**config.mk**
```make
export PLATFORM = sky130hd
export DESIGN_NAME = line_irq_unit
export DESIGN_NICKNAME = d
export VERILOG_FILES = /design/src/rtl/line_irq_pkg.sv /design/src/rtl/line_irq_mag.sv /design/src/rtl/line_irq_cross.sv /design/src/rtl/line_irq_flag.sv /design/src/rtl/line_irq_unit.sv
export SDC_FILE = /design/constraint.sdc
export NUM_CORES = 1
export LEC_CHECK = 0
export BUFFER_PORTS_ARGS = -buffer_cell sky130_fd_sc_hd__buf_2
export CORE_MARGIN = 10
export CORE_UTILIZATION = 50
export DETAILED_ROUTE_END_ITERATION = 8
export GPL_TIMING_DRIVEN = 0
export PLACE_DENSITY = 0.84
export SYNTH_ARGS = -nofsm -noshare
export SYNTH_HDL_FRONTEND = slang
export SYNTH_SLANG_ARGS = --single-unit
```
**constraint.sdc**
```tcl
create_clock -name clk_i -period 2.9 [get_ports clk_i]
set_input_delay 0.435 -clock clk_i [delete_from_list [all_inputs] [get_ports clk_i]]
set_output_delay 0.435 -clock clk_i [all_outputs]
set_load 0.01 [all_outputs]
```
**src/rtl/line_irq_pkg.sv**
```systemverilog
package line_irq_pkg;
  localparam int unsigned SMP_W = 8;

  typedef enum logic {
    SEL_VOLT = 1'b0,
    SEL_CURR = 1'b1
  } meas_sel_e;

  typedef logic [SMP_W-1:0] smp_t;
endpackage

```
**src/rtl/line_irq_mag.sv**
```systemverilog
module line_irq_mag #(
  parameter int unsigned W = 8
) (
  input  logic [W-1:0] volt_i,
  input  logic [W-1:0] curr_i,
  input  logic         sel_i,
  output logic [W-1:0] mag_o
);
  localparam logic [W-1:0] MIN_NEG = {1'b1, {(W-1){1'b0}}};
  localparam logic [W-1:0] MAX_POS = {1'b0, {(W-1){1'b1}}};

  logic [W-1:0] volt_abs;

  always_comb begin
    if (volt_i == MIN_NEG)  volt_abs = MAX_POS;  // saturate
    else if (volt_i[W-1])   volt_abs = -volt_i;
    else                    volt_abs = volt_i;
  end

  assign mag_o = (sel_i == line_irq_pkg::SEL_CURR) ? curr_i : volt_abs;
endmodule

```
**src/rtl/line_irq_cross.sv**
```systemverilog
module line_irq_cross #(
  parameter int unsigned W = 8
) (
  input  logic         clk_i,
  input  logic         rst_ni,
  input  logic         valid_i,
  input  logic         rise_i,
  input  logic [W-1:0] mag_i,
  input  logic [W-1:0] thr_i,
  output logic         fire_o
);
  logic [W-1:0] prev_q;
  logic         have_q;
  logic         up_x, dn_x;

  assign up_x   = (prev_q <= thr_i) && (mag_i > thr_i);
  assign dn_x   = (prev_q >= thr_i) && (mag_i < thr_i);
  assign fire_o = valid_i && have_q && (rise_i ? up_x : dn_x);

  always_ff @(posedge clk_i or negedge rst_ni) begin
    if (!rst_ni) begin
      prev_q <= '0;
      have_q <= 1'b0;
    end else if (valid_i) begin
      prev_q <= mag_i;
      have_q <= 1'b1;
    end
  end
endmodule

```
**src/rtl/line_irq_flag.sv**
```systemverilog
module line_irq_flag (
  input  logic clk_i,
  input  logic rst_ni,
  input  logic set_i,
  input  logic clr_i,
  output logic flag_o
);
  always_ff @(posedge clk_i or negedge rst_ni) begin
    if (!rst_ni)     flag_o <= 1'b0;
    else if (set_i)  flag_o <= 1'b1;  // set beats clear
    else if (clr_i)  flag_o <= 1'b0;
  end
endmodule

```
**src/rtl/line_irq_unit.sv**
```systemverilog
module line_irq_unit #(
  parameter int unsigned N_EVT = 6
) (
  input  logic                           clk_i,
  input  logic                           rst_ni,
  input  logic [line_irq_pkg::SMP_W-1:0] volt_i,
  input  logic [line_irq_pkg::SMP_W-1:0] curr_i,
  input  logic                           sample_valid_i,
  input  logic                           meas_sel_i,
  input  logic                           dir_rise_i,
  input  logic [line_irq_pkg::SMP_W-1:0] thr_i,
  input  logic [N_EVT-1:0]               evt_i,
  input  logic [N_EVT-1:0]               evt_mask_i,
  input  logic [N_EVT-1:0]               evt_clr_i,
  input  logic                           thr_mask_i,
  input  logic                           thr_clr_i,
  input  logic                           irq_en_i,
  input  logic                           irq_pol_i,
  output logic [N_EVT-1:0]               evt_flag_o,
  output logic                           thr_flag_o,
  output logic                           irq_o
);
  localparam int unsigned W     = line_irq_pkg::SMP_W;
  localparam int unsigned N_SRC = N_EVT + 1;

  logic [W-1:0]       mag;
  logic               thr_fire;
  logic [N_SRC-1:0]   src_set, src_clr, src_flag, src_mask;
  logic               irq_act;

  line_irq_mag #(.W(W)) u_mag (
    .volt_i (volt_i),
    .curr_i (curr_i),
    .sel_i  (meas_sel_i),
    .mag_o  (mag)
  );

  line_irq_cross #(.W(W)) u_cross (
    .clk_i   (clk_i),
    .rst_ni  (rst_ni),
    .valid_i (sample_valid_i),
    .rise_i  (dir_rise_i),
    .mag_i   (mag),
    .thr_i   (thr_i),
    .fire_o  (thr_fire)
  );

  // top source bit is the threshold monitor
  assign src_set  = {thr_fire, evt_i};
  assign src_clr  = {thr_clr_i, evt_clr_i};
  assign src_mask = {thr_mask_i, evt_mask_i};

  for (genvar k = 0; k < N_SRC; k++) begin : g_flag
    line_irq_flag u_flag (
      .clk_i  (clk_i),
      .rst_ni (rst_ni),
      .set_i  (src_set[k]),
      .clr_i  (src_clr[k]),
      .flag_o (src_flag[k])
    );
  end

  assign evt_flag_o = src_flag[N_EVT-1:0];
  assign thr_flag_o = src_flag[N_EVT];
  assign irq_act    = irq_en_i && |(src_flag & src_mask);
  assign irq_o      = irq_pol_i ? irq_act : ~irq_act;
endmodule

```
==> run metrics, run 1 <==
largest cells by area after synthesis=dfrtp_1, ha_1, mux2_2; Clock Skews=0.00380 ns; CP max-delay cell=ha_1; Worst Hold Class=in2async; slew of the pin with the lowest slew margin=0.373 ns; share of the synthesized area in the top cell type=29.5%; setup ws final=0.481 ns; Residual DRC=0; wire per inst=15.2 um; Reg power frac=41.5%; min Tclk post-route=2.42 ns; run status=finished, final reports clean; WS Path Type=in2reg; Worst-path clk slew=0.09 ns; commonest non-fill, non-tap cell in the layout=buf_2; antenna cells=0; Final Hold Violating Endpoints=0; final cycle utilization of the critical path=83.4%; register bit total from synthesis=16; Comb power frac=35.3%; synthesized area per cell=9.56 um2; critical path, cell by cell=buf_2 > inv_1 > ha_1 > nand2b_1 > o211ai_1 > o21ai_0 > o21ai_0 > ha_1 > a21oi_1 > a21boi_0 > nor4_1 > o211ai_1 > o221ai_1; Final Max Tran Viols=0; post-DP HPWL=3.16 mm; Int Power=0.000437 W; drt pass-1 iters=4; grt ovf=0; Worst Path Max Fanout=4; TNS Setup=0 ns; net switching power=0.000192 W; RD Place Congestion=0.891; # setup viols final=0; busiest layer in global routing=met2; port bufs=57; vias in the first global route=1,317; Final nets=272; syn nets=210; post-synth design cell area=1360 um2; Setup crit end kind=register; clock power share=23.2%; Top FF cell, synth=dfrtp_1; via count=1,239; cells after synthesis=142; power per cell area=366 nW/um2; Via-to-Cell Ratio=5.32; I/O pin cnt=59; Initial DRC Count=34; clock sinks=16; final wirelength=3.54 mm; # fillers=206; number of flops mapped to enable cells by yosys=0; switching share of power=30.6%; Final Util=67.5%; post-synth top area cell=dfrtp_1; initial antenna violation count=0; share of post-route cells with drive strength above 1=41.4%; CTS tree=yes; met3 GRT Util=3.67%; asr flop ratio synth=100%; CP Data Arrival Time=2.63 ns; Gates resized, CTS repair=0; warnings from Yosys=0; Max-cap violations=0; Initial Util=53.3%; Worst R2R Setup Slack=1.26 ns; Max stage delay on crit path=0.32 ns; ANT nets after route=0; Netlist cell types=39; Worst IR Drop VDD=0.384 mV; area of the multi-input gates=810 um2; met1 Use GR=13.7%; pin count of the biggest net entering global routing=17; TritonCTS Buffers=3; worst reg2reg path depth=6; Setup Fix Bufs, Post-CTS=0; FP Rows=18; first-pass GRT wire length=5.85 mm; overall die width=72.1 um; Die Y=72.1 um; Fmax=413 MHz; Core ar.=2540 um2; Hold-fix buffers, CTS=0; htree depth=1; worst skew pair latency=0.29 ns; Area Growth Syn to Fin=26.5%; CTS root buffer=clkbuf_4; CP Data Required Time=3.11 ns; Leak=0.909 nW; Slew headroom=74.9%; Die Area=5200 um2; GRT Total Usage=13.4%; Max clock buf depth=2; Seq/Total Area, Yosys=29.5%; RSZ-0062 raised after global routing=false; M2 GR Usage=26.2%; Seq. cell area=400 um2; Startpoint Class=input port; Hold Slack=0.0468 ns; worst slack, placed=0.216 ns; commonest non-fill, non-tap cells in the layout=buf_2, inv_1, ha_1, dfrtp_1
==> metrics by stage <==
step           cells  area [um2]  power [W]
2_1_floorplan    142        1360   0.000403
3_3_place_gp     229        1680   0.000474
3_5_place_dp     229        1680   0.000488
4_1_cts          233        1720   0.000635
5_1_grt          233        1720   0.000673
6_report         233        1720   0.000629
==> critical path: cells and delay by family <==
family                   cells  cell delay [ns]
AO/OA/AOI/OAI                7             1.02
buffers and inverters        2             0.17
adder cells (fa/ha/maj)      2             0.59
AND/OR/NAND/NOR              2             0.42
==> synth_stat cells (all sizes together) (2+ instances only) <==
master,instances
mux2,7
nand3,2
dfrtp,16
a31oi,2
or3,2
a22oi,2
nor2b,6
xor2,5
o21ai,5
o211ai,3
nand2,6
a21o,8
inv,20
buf,9
mux2i,2
a21oi,9
a22o,2
o31ai,2
ha,17
nand4,4
==> routing by layer <==
layer  part of all wire (%)  wire length, um
met2                     58             2070
met4                      0                0
met3                    4.0              140
met1                     38             1330
met5                      0                0
==> flip-flops by register name (all words and copies together) (netlist names) <==
register	cells
u_cross.have_q	1
g_flag.u_flag.flag_o	7
u_cross.prev_q	8
==> power groups by stage <==
stage | clock [W] | sequential (W) | combinational [W]
after global placement | 0 | 0.000264 | 0.000210
final | 0.000146 | 0.000261 | 0.000222
after detailed placement | 0 | 0.000266 | 0.000222
after floorplan | 0 | 0.000263 | 0.000140
after CTS | 0.000151 | 0.000261 | 0.000223
after global routing | 0.000159 | 0.000264 | 0.000250
==> cells by family after synthesis <==
| logic type | synth area share (%) |
|---|---|
| compound gates | 21.4 |
| buf+inv | 10.9 |
| simple gates | 12.1 |
| fa+ha+maj | 15.7 |
| flops | 29.5 |
| mux | 7.28 |
| xor+xnor | 3.23 |
==> worst paths after layout <==
kind / end / start
min in group clk_i: g_flag[4].u_flag.flag_o$_DFFE_PN0P_ / evt_i[4]
setup / recovery: g_flag[6].u_flag.flag_o$_DFFE_PN0P_ / volt_i[0]
setup reg to reg: g_flag[6].u_flag.flag_o$_DFFE_PN0P_ / u_cross.prev_q[1]$_DFFE_PN0P_
hold reg to reg: g_flag[3].u_flag.flag_o$_DFFE_PN0P_ / g_flag[3].u_flag.flag_o$_DFFE_PN0P_
hold / removal: g_flag[6].u_flag.flag_o$_DFFE_PN0P_ / rst_ni
max in group asynchronous: u_cross.have_q$_DFFE_PN0P_ / rst_ni
==> final cells by class <==
class                      instances  share of cell area (%)
multi-input combinational         97                    47.2
sequential                        16                    23.3
timing repair buffer              57                    16.6
inverter                          20                    4.37
buffer                             9                    4.23
tap                               30                    2.19
clock buffer                       4                    2.11
(Power assumes the default switching activity.)
==> run 2: changes to the inputs <==
- CORE_UTILIZATION: 50 -> 47
- PLACE_DENSITY: 0.84 -> 0.79
- clock period: 2.9 -> 2.44 ns (I/O delays scaled with it)
==> run 2 against run 1 <==
Global-route usage fell by 0.94 points. Sequential power rose by 18%. Core utilization fell by 4.8 points. Cell count rose by 0.86%. Non-clock buffer count rose by 1. Count of clock-buffer cells in the layout did not move. Critical path depth did not move. Worst hold slack improved by 0.21 ns. Via count rose by 1.5%. Critical path type unchanged. Largest cell class unchanged.
==> run metrics, run 2 (synthesis gave the netlist of run 1 again) <==
run status=finished, final reports clean; Final Util=62.7%; largest registers=u_cross.prev_q x8, g_flag.u_flag.flag_o x7, u_cross.have_q x1; GRT Total Usage=12.4%; Final Max Tran Viols=0; worst slack, placed=-0.174 ns; RD Place Congestion=0.819; Design Power=0.000742 W; Worst-path clk slew=0.09 ns; Worst Hold Class=in2reg; Clock Skews=0.00495 ns; initial antenna violation count=0; critical path buffer and inverter count=2; RR Startpoint=u_cross.prev_q[1]$_DFFE_PN0P_; Via-to-Cell Ratio=5.35; Die Area=5440 um2; Setup crit end kind=register; Slew headroom=76.6%; FP Rows=19; CTS root buffer=clkbuf_4; Leak=0.914 nW; via count=1,258; RSZ-0062 raised after global routing=false; TritonCTS Buffers=3; Top reg by flops=u_cross.prev_q; clock power share=22.7%; worst skew pair latency=0.28 ns; Initial DRC Count=59; Die Y=73.7 um; Max-cap violations=0; wire per inst=14.8 um; pin count of the biggest net entering global routing=17; CP Data Arrival Time=2.50 ns; Comb power frac=35.6%; clock sinks=16; max reg flops=8; ANT nets after route=0; WS Path Type=in2reg; Max stage delay on crit path=0.30 ns; CTS tree=yes; delay-heaviest family, CP=compound AO/OA/AOI/OAI gates; Startpoint Class=input port; critical path, cell by cell=buf_2 > inv_1 > ha_1 > nand2b_1 > o211ai_1 > o21ai_0 > o21ai_1 > ha_1 > a21oi_1 > a21boi_0 > nor4_1 > o211ai_1 > o221ai_1; Residual DRC=0; Worst IR Drop VDD=0.513 mV; share of post-route cells with drive strength above 1=41.2%; drt pass-1 iters=4; htree depth=1; Final Hold Violating Endpoints=0; final cycle utilization of the critical path=94.2%; net switching power=0.000222 W; switching share of power=29.9%; setup ws final=0.141 ns; Final nets=273; port bufs=57; origin of the worst setup path=volt_i[0]; first-pass GRT wire length=5.51 mm; Fmax=435 MHz; grt ovf=0; commonest non-fill, non-tap cell in the layout=buf_2; overall die width=73.7 um; Core ar.=2760 um2; non-filler instance count after layout=235; Max clock buf depth=2; slew of the pin with the lowest slew margin=0.347 ns; vias in the first global route=1,270; CP Data Required Time=2.64 ns; power per cell area=430 nW/um2; antenna cells=0; Area Growth Syn to Fin=27.3%; Initial Util=49.2%; hold_sp=evt_i[4]; placed instance count=230; # setup viols final=0; Worst R2R Setup Slack=0.79 ns; Int Power=0.000520 W; CP max-delay cell=ha_1; I/O pin cnt=59; min Tclk post-route=2.30 ns; post-DP HPWL=3.06 mm; commonest non-fill, non-tap cells in the layout=buf_2, inv_1, ha_1, dfrtp_1; Reg power frac=41.7%; final wirelength=3.48 mm; Worst Path Max Fanout=4
## run 2: final timing paths
path / to / cells past startpoint
worst max-delay path: g_flag[6].u_flag.flag_o$_DFFE_PN0P_ / 13
worst min-delay path: g_flag[4].u_flag.flag_o$_DFFE_PN0P_ / 2
worst max register to register: g_flag[6].u_flag.flag_o$_DFFE_PN0P_ / 6
worst min register to register: u_cross.have_q$_DFFE_PN0P_ / 1
max in group asynchronous: g_flag[2].u_flag.flag_o$_DFFE_PN0P_ / 2
min in group asynchronous: g_flag[6].u_flag.flag_o$_DFFE_PN0P_ / 2
## run 2: metal layers
metal  up-vias  GRT usage (%)  wire length (um)
li1        630              -                 -
met1       607           12.7              1320
met2        19           23.9              2030
met3         2           4.17               124
met4         0           2.07                13
met5         -              0                 0
## run 2: area by class of cell
| cell class | instances | area (um2) |
|---|---|---|
| Tap cell | 31 | 38.8 |
| Fill cell | 236 | 1030 |
| Timing Repair Buffer | 58 | 295 |
| Inverter | 20 | 75.1 |
| Buffer | 9 | 72.6 |
| Clock buffer | 4 | 36.3 |
| Multi-Input combinational cell | 97 | 810 |
| Sequential cell | 16 | 400 |
## run 2: worst reg2reg max path: cells and delay by family (launching register included)
family,cells,cell delay (ns)
AO/OA/AOI/OAI,4,0.74
adder cells (fa/ha/maj),1,0.28
flip-flops,1,0.39
AND/OR/NAND/NOR,1,0.13
## run 2: power by group through the flow
stage	Combinational [W]	Sequential, W	Clock (W)
floorplan	0.000166	0.000312	0
global placement	0.000251	0.000314	0
detailed placement	0.000262	0.000315	0
CTS	0.000266	0.000310	0.000178
global route	0.000294	0.000314	0.000192
finish	0.000264	0.000309	0.000169
## run 2: per-stage QoR
step	hold slack, ns	instance area, um2	setup TNS (ns)
global placement	0.294	1680	-0.0885
floorplan	0.0704	1360	0
global route	0.241	1730	0
finish	0.261	1730	0
detailed placement	0.296	1680	-0.174
CTS	0.250	1730	0
## run 2: timing repair
| item | in CTS | in global routing |
|---|---|---|
| hold buffers | 1 | 0 |
| endpoints found under the setup margin | 0 | 1 |
| resized for setup | 0 | 1 |
| setup buffers | 0 | 0 |
| endpoints found under the hold margin | 16 | 0 |
